File: config.mk
export PLATFORM = sky130hd
export DESIGN_NAME = sdr_cas_datapath
export DESIGN_NICKNAME = d
export VERILOG_FILES = /design/src/rtl/sdr_dp_pkg.sv /design/src/rtl/sdr_dp_rst_sync.sv /design/src/rtl/sdr_dp_lat_ctrl.sv /design/src/rtl/sdr_dp_rd_pipe.sv /design/src/rtl/sdr_dp_wr_gate.sv /design/src/rtl/sdr_cas_datapath.sv
export SDC_FILE = /design/constraint.sdc
export NUM_CORES = 1
export LEC_CHECK = 0
export BUFFER_PORTS_ARGS = -buffer_cell sky130_fd_sc_hd__buf_2
export CAP_MARGIN = 20
export CORE_ASPECT_RATIO = 0.5
export CORE_MARGIN = 5
export CORE_UTILIZATION = 45
export DETAILED_ROUTE_END_ITERATION = 12
export GPL_ROUTABILITY_DRIVEN = 0
export HOLD_SLACK_MARGIN = 0.12
export PLACE_DENSITY = 0.75
export SYNTH_ARGS = -nofsm -noshare
export SYNTH_HDL_FRONTEND = slang
export SYNTH_SLANG_ARGS = --single-unit
File: constraint.sdc
create_clock -name clk_i -period 1.7 [get_ports clk_i]
set_input_delay 0.255 -clock clk_i [delete_from_list [all_inputs] [get_ports clk_i]]
set_output_delay 0.255 -clock clk_i [all_outputs]
set_load 0.005 [all_outputs]
File: src/rtl/sdr_dp_pkg.sv
package sdr_dp_pkg;
  localparam int unsigned LANE_W = 8;
  localparam int unsigned CL_MIN = 2;
  localparam int unsigned CL_MAX = 3;
  // Registers in front of the output stage at the longest latency.
  localparam int unsigned STAGES = CL_MAX - 1;
  localparam int unsigned IDX_W  = (STAGES > 1) ? $clog2(STAGES) : 1;
endpackage

File: src/rtl/sdr_dp_rst_sync.sv
module sdr_dp_rst_sync (
  input  logic clk_i,
  input  logic rst_ni,
  output logic rst_no
);
  logic [1:0] sync_q;

  always_ff @(posedge clk_i or negedge rst_ni) begin
    if (!rst_ni) begin
      sync_q <= 2'b00;
    end else begin
      sync_q <= {sync_q[0], 1'b1};
    end
  end

  assign rst_no = sync_q[1];
endmodule

File: src/rtl/sdr_dp_lat_ctrl.sv
module sdr_dp_lat_ctrl #(
  parameter int unsigned STAGES = 2
) (
  input  logic              clk_i,
  input  logic              rst_ni,
  input  logic              cl3_i,
  input  logic              rd_beat_i,
  input  logic [STAGES-1:0] stage_vld_i,
  output logic              cl3_o
);
  logic busy;
  logic cl3_d;
  logic cl3_q;

  always_comb begin
    busy  = rd_beat_i | (|stage_vld_i);
    cl3_d = busy ? cl3_q : cl3_i;
  end

  always_ff @(posedge clk_i or negedge rst_ni) begin
    if (!rst_ni) begin
      cl3_q <= 1'b0;
    end else begin
      cl3_q <= cl3_d;
    end
  end

  assign cl3_o = cl3_q;
endmodule

File: src/rtl/sdr_dp_rd_pipe.sv
module sdr_dp_rd_pipe
  import sdr_dp_pkg::*;
#(
  parameter int unsigned DATA_W = 16,
  parameter int unsigned LANES  = DATA_W / LANE_W
) (
  input  logic              clk_i,
  input  logic              rst_ni,
  input  logic              cl3_i,
  input  logic              rd_beat_i,
  input  logic [DATA_W-1:0] rd_data_i,
  input  logic [LANES-1:0]  dqm_i,
  output logic [STAGES-1:0] stage_vld_o,
  output logic [DATA_W-1:0] dq_o,
  output logic              dq_vld_o,
  output logic [LANES-1:0]  dq_lane_vld_o
);
  localparam logic [IDX_W-1:0] LONG_TAP = IDX_W'(CL_MAX - CL_MIN);

  logic [STAGES-1:0]             vld_q;
  logic [STAGES-1:0]             vld_d;
  logic [STAGES-1:0]             stage_en;
  logic [STAGES-1:0][DATA_W-1:0] data_q;
  logic [STAGES-1:0][DATA_W-1:0] data_d;
  logic [IDX_W-1:0]              tap_idx;
  logic                          tap_vld;
  logic [DATA_W-1:0]             tap_data;
  logic [LANES-1:0]              mask_q;
  logic [LANES-1:0]              lane_vld_d;
  logic [DATA_W-1:0]             dq_d;
  logic                          dq_vld_q;
  logic [LANES-1:0]              lane_vld_q;
  logic [DATA_W-1:0]             dq_q;

  // Chain next state: shift in the new beat, stages past the tap stay empty.
  always_comb begin
    tap_idx = cl3_i ? LONG_TAP : '0;
    for (int i = 0; i < int'(STAGES); i++) begin
      stage_en[i] = (int'(tap_idx) >= i);
    end
    vld_d  = {vld_q[STAGES-2:0], rd_beat_i} & stage_en;
    data_d = {data_q[STAGES-2:0], rd_data_i};
    tap_vld  = vld_q[tap_idx];
    tap_data = data_q[tap_idx];
  end

  // Output next state: lane masks sampled one edge earlier.
  for (genvar l = 0; l < LANES; l++) begin : g_lane
    always_comb begin
      lane_vld_d[l]           = tap_vld & ~mask_q[l];
      dq_d[l*LANE_W +: LANE_W] = lane_vld_d[l] ? tap_data[l*LANE_W +: LANE_W] : '0;
    end
  end

  always_ff @(posedge clk_i or negedge rst_ni) begin
    if (!rst_ni) begin
      vld_q      <= '0;
      data_q     <= '0;
      mask_q     <= '0;
      dq_vld_q   <= 1'b0;
      lane_vld_q <= '0;
      dq_q       <= '0;
    end else begin
      vld_q  <= vld_d;
      for (int i = 0; i < int'(STAGES); i++) begin
        if (vld_d[i]) begin
          data_q[i] <= data_d[i];
        end
      end
      mask_q     <= dqm_i;
      dq_vld_q   <= tap_vld;
      lane_vld_q <= lane_vld_d;
      dq_q       <= dq_d;
    end
  end

  assign stage_vld_o   = vld_q;
  assign dq_o          = dq_q;
  assign dq_vld_o      = dq_vld_q;
  assign dq_lane_vld_o = lane_vld_q;
endmodule

File: src/rtl/sdr_dp_wr_gate.sv
module sdr_dp_wr_gate #(
  parameter int unsigned DATA_W = 16,
  parameter int unsigned LANES  = 2
) (
  input  logic              single_wr_i,
  input  logic              wr_beat_i,
  input  logic              wr_first_i,
  input  logic [DATA_W-1:0] wr_data_i,
  input  logic [LANES-1:0]  dqm_i,
  output logic              arr_we_o,
  output logic [LANES-1:0]  arr_be_o,
  output logic [DATA_W-1:0] arr_wdata_o
);
  logic accept;

  always_comb begin
    accept      = wr_beat_i & (~single_wr_i | wr_first_i);
    arr_we_o    = accept;
    arr_be_o    = accept ? ~dqm_i : '0;
    arr_wdata_o = wr_data_i;
  end
endmodule

File: src/rtl/sdr_cas_datapath.sv
module sdr_cas_datapath
  import sdr_dp_pkg::*;
#(
  parameter int unsigned DATA_W = 16,
  localparam int unsigned LANES = DATA_W / LANE_W
) (
  input  logic              clk_i,
  input  logic              rst_ni,
  input  logic              cl3_i,
  input  logic              single_wr_i,
  input  logic              rd_beat_i,
  input  logic [DATA_W-1:0] rd_data_i,
  input  logic              wr_beat_i,
  input  logic              wr_first_i,
  input  logic [DATA_W-1:0] wr_data_i,
  input  logic [LANES-1:0]  dqm_i,
  output logic              arr_we_o,
  output logic [LANES-1:0]  arr_be_o,
  output logic [DATA_W-1:0] arr_wdata_o,
  output logic [DATA_W-1:0] dq_o,
  output logic              dq_vld_o,
  output logic [LANES-1:0]  dq_lane_vld_o,
  output logic              cl3_o
);
  logic              rst_n_sync;
  logic [STAGES-1:0] stage_vld;

  sdr_dp_rst_sync u_rst (
    .clk_i  (clk_i),
    .rst_ni (rst_ni),
    .rst_no (rst_n_sync)
  );

  sdr_dp_lat_ctrl #(.STAGES(STAGES)) u_lat (
    .clk_i       (clk_i),
    .rst_ni      (rst_n_sync),
    .cl3_i       (cl3_i),
    .rd_beat_i   (rd_beat_i),
    .stage_vld_i (stage_vld),
    .cl3_o       (cl3_o)
  );

  sdr_dp_rd_pipe #(.DATA_W(DATA_W), .LANES(LANES)) u_rd (
    .clk_i         (clk_i),
    .rst_ni        (rst_n_sync),
    .cl3_i         (cl3_o),
    .rd_beat_i     (rd_beat_i),
    .rd_data_i     (rd_data_i),
    .dqm_i         (dqm_i),
    .stage_vld_o   (stage_vld),
    .dq_o          (dq_o),
    .dq_vld_o      (dq_vld_o),
    .dq_lane_vld_o (dq_lane_vld_o)
  );

  sdr_dp_wr_gate #(.DATA_W(DATA_W), .LANES(LANES)) u_wr (
    .single_wr_i (single_wr_i),
    .wr_beat_i   (wr_beat_i),
    .wr_first_i  (wr_first_i),
    .wr_data_i   (wr_data_i),
    .dqm_i       (dqm_i),
    .arr_we_o    (arr_we_o),
    .arr_be_o    (arr_be_o),
    .arr_wdata_o (arr_wdata_o)
  );
endmodule

==> metrics, run 1 <==
outcome complete, no violations; met2 routed WL 2280 um; fmax 664 MHz; post-route clock period utilization 0.886; skew final 6.04 ps; post-CTS sizing 0; Hold Crit Class in2reg; commonest non-fill, non-tap cells in the layout dfrtp_1 (57), buf_2 (47), mux2_2 (24); Post-Syn Area 0.00243 sq mm; Post-Synth XOR/XNOR Area 0; Critical Path Max Stage Delay 540 ps; crit path max-delay cell type dlygate4sd3_1; first-pass GRT wire length 7710 um; Clock Path Buffers 2; CTS clk-pin slew, worst paths 60 ps; Core Util, Final 0.552; Storage cell area 0.00145 sq mm; register bit total from synthesis 58; CP Class in2out; Peak VDD IR 0.489 mV; Post-Route WL 4760 um; number of DRC markers in iteration 0 115; clock latency on the worst-skew pair 340 ps; fin cells 293; IO Pins 80; WL met3 316 um; Final nets 260; Pins Over Slew Limit 0; most numerous cell on the critical path buf_2; Max-cap violations 0; setup violators final 0; minimum clock period 1510 ps; multi-input logic area 758 sq um; design area 0.00280 sq mm; total grt overflow 0; Die Y 62.0 um; Initial Util 0.480; Crit path arrival time 1250 ps; CTS H-tree depth 3; initial antenna violation count 0; CTS tree yes; root buffer cell clkbuf_8; DIE AREA 0.00706 sq mm; Fillers 411; final hold violation count 0; final setup TNS 0 ps; Cell Chain, Critical Path dlygate4sd3_1 -> buf_2 -> a211oi_1 -> buf_2; warnings from Yosys 0; clock sinks 58; TritonCTS Buffers 9; port bufs 47; RSZ-0062 raised after global routing false; total power 0.00348 W; Syn Inst Count 182; Rows 18; sequential-to-total area share from yosys stat 0.597; most common cell after layout, fill and taps aside dfrtp_1; Area growth, synth to finish 14.9%; combinational family with the most area after synthesis multiplexers; drt wl/cell 16.2 um; Synth Area in Compound Gates 0.0453; Syn Nets 223; Critical Path Fanout Max 2; DR vias 1498; post-route ant nets 0; # diodes 0; Leakage 1.33 nW; Initial DRT Pass Iterations 4; Post-DP HPWL 3030 um; share of cells above drive strength 1 0.453; Via density 5.11; syn avg cell area 13.4 sq um; number of global-route vias before repair 1578; DIE WIDTH 114 um; Inst Count DP 275; core area 0.00507 sq mm; mux contribution to synthesized area 0.167; sum of routed wire segments on met1 2010 um; WP data required 1440 ps; count of cell types in the netlist 19; startpoint types input port; dpl cell area 0.00259 sq mm; post-synthesis simple-gate area fraction 0.0983; DRC 0; all-layer global routing usage 0.149; Adder-Cell Fraction of Synth Area 0; Cell Pwr Density 1240 mW/mm^2; Worst setup EP type primary output; highest metal used met4; largest net degree at the start of global routing 57
-- where the power goes --
| part | leakage, nW | internal (W) | switching (W) | total (W) |
|---|---|---|---|---|
| Clock | 0.0920 | 0.000592 | 0.000501 | 0.00109 |
| Sequential | 0.713 | 0.00162 | 0.000153 | 0.00177 |
| Combinational | 0.528 | 0.000355 | 0.000255 | 0.000610 |
-- final cells by class --
type / instances / area share
flip-flops and latches: 58 / 0.520
well taps: 70 / 0.0313
multi-input cells: 92 / 0.271
clock buffers: 12 / 0.0555
repair buffers: 55 / 0.113
inverters: 3 / 0.00403
clock inverters: 3 / 0.00537
-- stage by stage --
stage | hold slack (ps) | worst slack, ps
6_report | 145 | 193
5_1_grt | 130 | 153
4_1_cts | 130 | 196
3_5_place_dp | 42.0 | 387
3_3_place_gp | 39.4 | 460
2_1_floorplan | -40.6 | 554
-- state kept, by name, summed over array words and instances (netlist names) --
signal / cells
u_rd.data_d: 16
u_rd.data_q: 16
u_rd.dq_o: 16
u_rd.dq_lane_vld_o: 2
u_rd.mask_q: 2
u_rd.stage_vld_o: 2
u_rst.sync_q: 2
u_lat.cl3_o: 1
u_rd.dq_vld_o: 1
-- what timing repair did --
item                                   4_1_cts  5_1_grt
endpoints found under the hold margin        4        0
setup buffers                                0        0
hold buffers                                 3        0
-- cell families after synthesis --
group / after synthesis
and+or+nand+nor: 37
AOI/OAI and AO/OA: 21
muxes: 33
buffers and inverters: 32
DFF: 58
other: 1
-- layer usage --
layer / GRT usage / vias to the layer above
met4: 0.0761 / 0
li1: - / 689
met1: 0.173 / 746
met3: 0.0735 / 28
met2: 0.237 / 35
met5: 0 / -
-- worst max-delay path, delay by kind of cell --
kind	cells	cell delay [ps]
compound gates	1	170
buf+inv	3	830
-- path summary, 6_finish.rpt --
check / startpoint / end / slack, ps / cells past startpoint
worst max-delay path: dqm_i[1] / arr_be_o[1] / 190 / 4
worst min-delay path: rd_data_i[15] / u_rd.data_d[31] / 140 / 2
worst max register to register: u_rd.stage_vld_o[0] / u_rd.data_q[18] / 380 / 2
worst min register to register: u_rst.sync_q[1] / u_rd.mask_q[1] / 260 / 1
max in group asynchronous: u_rst.sync_q[1] / u_rd.dq_o[1] / 1200 / 1
min in group asynchronous: rst_ni / u_rst.sync_q[0] / 250 / 2
-- Yosys cell counts --
| library cell | instances | share of area |
|---|---|---|
| dfrtp_1 | 58 | 0.60 |
| mux2_2 | 24 | 0.11 |
| a21oi_1 | 19 | 0.039 |
| buf_4 | 17 | 0.052 |
| nand3_1 | 16 | 0.033 |
| nand3b_1 | 16 | 0.049 |
| mux2_4 | 9 | 0.056 |
| buf_2 | 6 | 0.012 |
| inv_1 | 3 | 0.0046 |
| a211oi_1 | 2 | 0.0062 |
| buf_1 | 2 | 0.0031 |
| buf_6 | 2 | 0.0093 |
| nand2_1 | 2 | 0.0031 |
| buf_12 | 1 | 0.0082 |
| clkbuf_1 | 1 | 0.0015 |
| conb_1 | 1 | 0.0015 |
| nand2_8 | 1 | 0.0082 |
| nand2b_1 | 1 | 0.0026 |
| nor3_1 | 1 | 0.0021 |
(Power assumes the default switching activity.)
==> run 2, diff against run 1 <==
--- a/config.mk
+++ b/config.mk
@@ -5,15 +5,15 @@
 export SDC_FILE = /design/constraint.sdc
 export NUM_CORES = 1
 export LEC_CHECK = 0
-export BUFFER_PORTS_ARGS = -buffer_cell sky130_fd_sc_hd__buf_2
 export CAP_MARGIN = 20
 export CORE_ASPECT_RATIO = 0.5
 export CORE_MARGIN = 5
-export CORE_UTILIZATION = 45
+export CORE_UTILIZATION = 50
 export DETAILED_ROUTE_END_ITERATION = 12
+export DONT_BUFFER_PORTS = 1
 export GPL_ROUTABILITY_DRIVEN = 0
 export HOLD_SLACK_MARGIN = 0.12
-export PLACE_DENSITY = 0.75
+export PLACE_DENSITY = 0.68
 export SYNTH_ARGS = -nofsm -noshare
 export SYNTH_HDL_FRONTEND = slang
 export SYNTH_SLANG_ARGS = --single-unit
==> run 2 against run 1 <==
Effect of this change: largest cell class unchanged; highest routed layer unchanged; combinational power fell by 8.7%; via count fell by 9.3%; maximum frequency fell by 5.7%.
==> metrics, run 2 (synthesis results as in run 1) <==
final hold violation count 0 (unchanged); largest net degree at the start of global routing 50 (-12%); Initial DRT Pass Iterations 4 (unchanged); initial antenna violation count 0 (unchanged); DP Worst Slack 570 ps (+184 ps); Final nets 232 (-11%); worst reg2reg path depth 3 (+1); total grt overflow 0 (unchanged); Rows 17 (-1); minimum clock period 1600 ps (+91.8 ps); core area 0.00455 sq mm (-10%); Critical Path Max Stage Delay 1130 ps (+590 ps); crit path buf inv count 1 (-2); startpoint types input port; multi-input logic area 758 sq um (unchanged); Post-Route WL 4590 um (-3.6%); fmax 626 MHz (-5.7%); DIE AREA 0.00644 sq mm (-8.8%); Pins Over Slew Limit 0 (unchanged); post-route ant nets 0 (unchanged); Via density 5.19 (+1.5%); port bufs 0 (-100%); DR vias 1359 (-9.3%); Cell Pwr Density 1380 mW/mm^2 (+11%); Fillers 353 (-14%); Initial Util 0.534 (+0.0544); Cell Chain, Critical Path dlygate4sd3_1 -> mux2_2; slack of the worst reg-to-reg path 540 ps (+160 ps); skew final 5.12 ps (-0.924 ps); share of cells above drive strength 1 0.291 (-0.162); Storage cell area 0.00145 sq mm (unchanged); RSZ-0062 raised after global routing false; Slew headroom 0.396; CP Class in2reg; most common cell after layout, fill and taps aside dfrtp_1; Max-cap violations 0 (unchanged); WP data required 1910 ps (+470 ps); post-route clock period utilization 0.940 (+0.0540); Critical Path Fanout Max 17 (+15); IO Pins 80 (unchanged); CTS tree yes; Crit path max-delay family buffers and inverters; number of global-route vias before repair 1455 (-7.8%); commonest non-fill, non-tap cells in the layout dfrtp_1 (57), mux2_2 (24), dlygate4sd3_1 (21); root buffer cell clkbuf_8; outcome complete, no violations; final setup TNS 0 ps (unchanged); DRC 0 (unchanged); TritonCTS Buffers 9 (unchanged); number of DRC markers in iteration 0 57 (-50%); # diodes 0 (unchanged); Hold Crit Class reg2async; setup violators final 0 (unchanged); Crit path arrival time 1810 ps (+560 ps); Peak VDD IR 0.643 mV (+32%); worst-margin pin slew 903 ps; Leakage 1.24 nW (-7.1%); Post-DP HPWL 2750 um (-9.4%); DIE WIDTH 109 um (-4.7%); drt wl/cell 17.5 um (+7.8%); Clock Path Buffers 2 (unchanged); all-layer global routing usage 0.159 (+0.00938); Area growth, synth to finish 16.1%; CTS clk-pin slew, worst paths 60 ps (about the same); Reg2Reg Capture Point u_rd.dq_lane_vld_o[1]; CTS H-tree depth 3 (unchanged); first-pass GRT wire length 7490 um (-2.9%); Worst setup EP type flop; Worst R2R Start u_rd.stage_vld_o[0]; post-CTS sizing 0 (unchanged); clock sinks 58 (unchanged); clock latency on the worst-skew pair 320 ps (-20 ps); Final Worst Setup Slack 102 ps (-91.8 ps); crit path max-delay cell type dlygate4sd3_1; Die Y 59.3 um (-4.3%)
==> run 2: cell types whose count changed in the layout (fill, tap and decap cells not counted), sizes merged <==
cell,previous run,this run
dlygate4sd3,3,21
bufinv,0,3
clkbuf,12,11
clkinv,3,2
buf,52,6
==> run 2: worst max-delay path by stage <==
stage,cells past startpoint,from,endpoint,slack [ps]
6_report,2,rd_beat_i,u_rd.data_d[22],100
5_1_grt,2,rd_beat_i,u_rd.data_d[22],80
4_1_cts,2,rd_beat_i,u_rd.data_d[22],120
3_5_place_dp,2,u_rd.stage_vld_o[0],u_lat.cl3_o,570
3_3_place_gp,2,u_rd.stage_vld_o[0],u_lat.cl3_o,600
2_1_floorplan,4,u_lat.cl3_o,u_rd.data_q[16],550
==> run 2: final cells by class <==
| class | count | share of cell area |
|---|---|---|
| flip-flops and latches | 58 | 0.514 |
| multi-input cells | 92 | 0.268 |
| repair buffers | 27 | 0.0948 |
| clock buffers | 11 | 0.0536 |
| clock inverters | 5 | 0.0354 |
| well taps | 66 | 0.0292 |
| inverters | 3 | 0.00399 |
==> run 2: power breakdown <==
part	internal (W)	leakage [nW]	switching [W]
registers	0.00162	0.713	0.000158
logic	0.000333	0.396	0.000224
clock network	0.00105	0.129	0.000509
total	0.00300	1.24	0.000891
==> run 2: metrics by stage <==
stage	instance area, sq um	hold slack [ps]	util	cells	total power [W]
detailed placement	2360	-40.5	0.519	225	0.00231
global placement	2360	-40.5	0.519	225	0.00229
CTS	2820	121	0.620	262	0.00393
global route	2820	137	0.620	262	0.00406
finish	2820	117	0.620	262	0.00389
floorplan	2430	-40.6	-	182	0.00225
==> run 2: per-layer routing <==
metal,global-route usage,part of all wire
met1,0.184,0.42
met2,0.254,0.48
met3,0.0653,0.073
met4,0.0881,0.021
met5,0,0
==> run 2: repair_timing <==
item,4_1_cts,5_1_grt
hold buffers,21,0
hold endpoints to repair,22,0
endpoints found under the setup margin,0,0
buffers inserted,0,0
==> run 3, diff against run 2 <==
--- a/config.mk
+++ b/config.mk
@@ -14,6 +14,7 @@
 export GPL_ROUTABILITY_DRIVEN = 0
 export HOLD_SLACK_MARGIN = 0.12
 export PLACE_DENSITY = 0.68
+export RECOVER_POWER = 25
 export SYNTH_ARGS = -nofsm -noshare
 export SYNTH_HDL_FRONTEND = slang
 export SYNTH_SLANG_ARGS = --single-unit
==> run 3 against run 2 <==
Effect of this change: register-to-register slack barely moved; clock skew fell by 0.85 ps; global-route usage did not move; critical endpoint unchanged; maximum frequency rose by 1.5%.
==> metrics, run 3 (synthesis results as in run 1) <==
commonest non-fill, non-tap cells in the layout dfrtp_1 (58), mux2_2 (24), dlygate4sd3_1 (21); IO Pins 80 (unchanged); Cell Pwr Density 1380 mW/mm^2 (+0.46%); Crit path arrival time 1790 ps (-20 ps); share of cells above drive strength 1 0.286 (-0.00510); crit path max-delay cell type dlygate4sd3_1; Hold Slack 130 ps (+12.6 ps); Critical Path Fanout Max 17 (unchanged); CTS H-tree depth 3 (unchanged); Area growth, synth to finish 15.5%; outcome complete, no violations; slack of the worst reg-to-reg path 550 ps (about the same); dpl cell area 0.00236 sq mm (unchanged); root buffer cell clkbuf_8; DIE WIDTH 109 um (unchanged); final hold violation count 0 (unchanged); Reg2Reg Capture Point u_rd.dq_lane_vld_o[1]; number of global-route vias before repair 1455 (unchanged); first-pass GRT wire length 7490 um (unchanged); Via density 5.22 (+0.66%); initial antenna violation count 0 (unchanged); worst reg2reg path depth 3 (unchanged); Slew headroom 0.415 (+0.0186); most common cell after layout, fill and taps aside dfrtp_1; Rows 17 (unchanged); Critical Path Max Stage Delay 1110 ps (-20 ps); Fillers 356 (+0.85%); Post-DP HPWL 2750 um (unchanged); Pins Over Slew Limit 0 (unchanged); startpoint types input port; Final nets 232 (unchanged); Stages on worst setup path 2 (unchanged); CTS tree yes; Worst R2R Start u_rd.stage_vld_o[0]; clock sinks 58 (unchanged); final setup TNS 0 ps (unchanged); Post-Route WL 4590 um (+0.11%); fmax 635 MHz (+1.5%); Initial Util 0.534 (unchanged); Max-cap violations 0 (unchanged); TritonCTS Buffers 9 (unchanged); Hold Crit Class reg2async; skew final 4.27 ps (-0.851 ps); number of DRC markers in iteration 0 51 (-11%); Initial DRT Pass Iterations 4 (unchanged); Leakage 1.23 nW (-0.31%); crit path launch rd_beat_i; design area 0.00281 sq mm (-0.49%); Storage cell area 0.00145 sq mm (about the same); minimum clock period 1570 ps (-23.3 ps); DR vias 1368 (+0.66%); clock latency on the worst-skew pair 330 ps (about the same); DIE AREA 0.00644 sq mm (unchanged); post-route ant nets 0 (unchanged); RSZ-0062 raised after global routing false; Cell Chain, Critical Path dlygate4sd3_1 -> mux2_2; crit path buf inv count 1 (unchanged); # diodes 0 (unchanged); post-route clock period utilization 0.926 (-0.0137); CTS clk-pin slew, worst paths 60 ps (about the same); WP data required 1910 ps (about the same); drt wl/cell 17.5 um (+0.11%); port bufs 0 (unchanged); largest net degree at the start of global routing 50 (unchanged); total grt overflow 0 (unchanged); DRC 0 (unchanged); Die Y 59.3 um (unchanged); core area 0.00455 sq mm (unchanged); Critical Path End u_rd.data_d[22]; multi-input logic area 758 sq um (unchanged); Peak VDD IR 0.643 mV (about the same); Worst setup EP type flop; worst-margin pin slew 875 ps (-27.9 ps); CP Class in2reg; Crit path max-delay family buffers and inverters; setup violators final 0 (unchanged); Clock Path Buffers 2 (unchanged); all-layer global routing usage 0.159 (unchanged); post-CTS sizing 0 (unchanged)
## run 3: changes by cell type in the layout (fill, tap and decap cells not counted)
cell and delta:
dfrtp_2 -1, buf_12 -1, clkbuf_4 +1, dfrtp_1 +1
## run 3: per-stage QoR
stage	utilization	total power, W	cells	setup WS, ps
4_1_cts	0.620	0.00393	262	122
6_report	0.617	0.00389	262	125
3_5_place_dp	0.519	0.00231	225	570
3_3_place_gp	0.519	0.00229	225	595
2_1_floorplan	-	0.00225	182	554
5_1_grt	0.617	0.00406	262	82.7
## run 3: timing repair
action                    CTS  global route
hold buffers               21             0
hold endpoints to repair   22             0
setup buffers               0             0
## run 3: cell type report
cell class	count	area share
clock buffers	11	0.0539
clock inverters	5	0.0356
inverters	3	0.00401
multi-input cells	92	0.270
repair buffers	27	0.0908
flip-flops and latches	58	0.516
well taps	66	0.0294
## run 3: routing by layer
metal  GRT usage  vias up  share of wire
met5           0        -              0
met1       0.184      688           0.42
met4      0.0881        0          0.019
met2       0.254       32           0.50
li1            -      632              -
met3      0.0653       16          0.065
## run 3: how the worst min path moves through the flow
stage	startpoint	endpoint	slack, ps	cells past startpoint
after floorplan	rst_ni	u_rst.sync_q[0]	-40	0
after global placement	rst_ni	u_rst.sync_q[0]	-40	0
after detailed placement	rst_ni	u_rst.sync_q[1]	-40	0
after CTS	u_rst.sync_q[1]	u_rd.data_d[28]	120	0
after global routing	rst_ni	u_rst.sync_q[1]	150	1
final	u_rst.sync_q[1]	u_rd.data_d[29]	130	0
## run 3: power breakdown
group	switching [W]	total, W	internal, W
Combinational	0.000224	0.000553	0.000329
Clock	0.000512	0.00156	0.00105
Sequential	0.000158	0.00178	0.00162
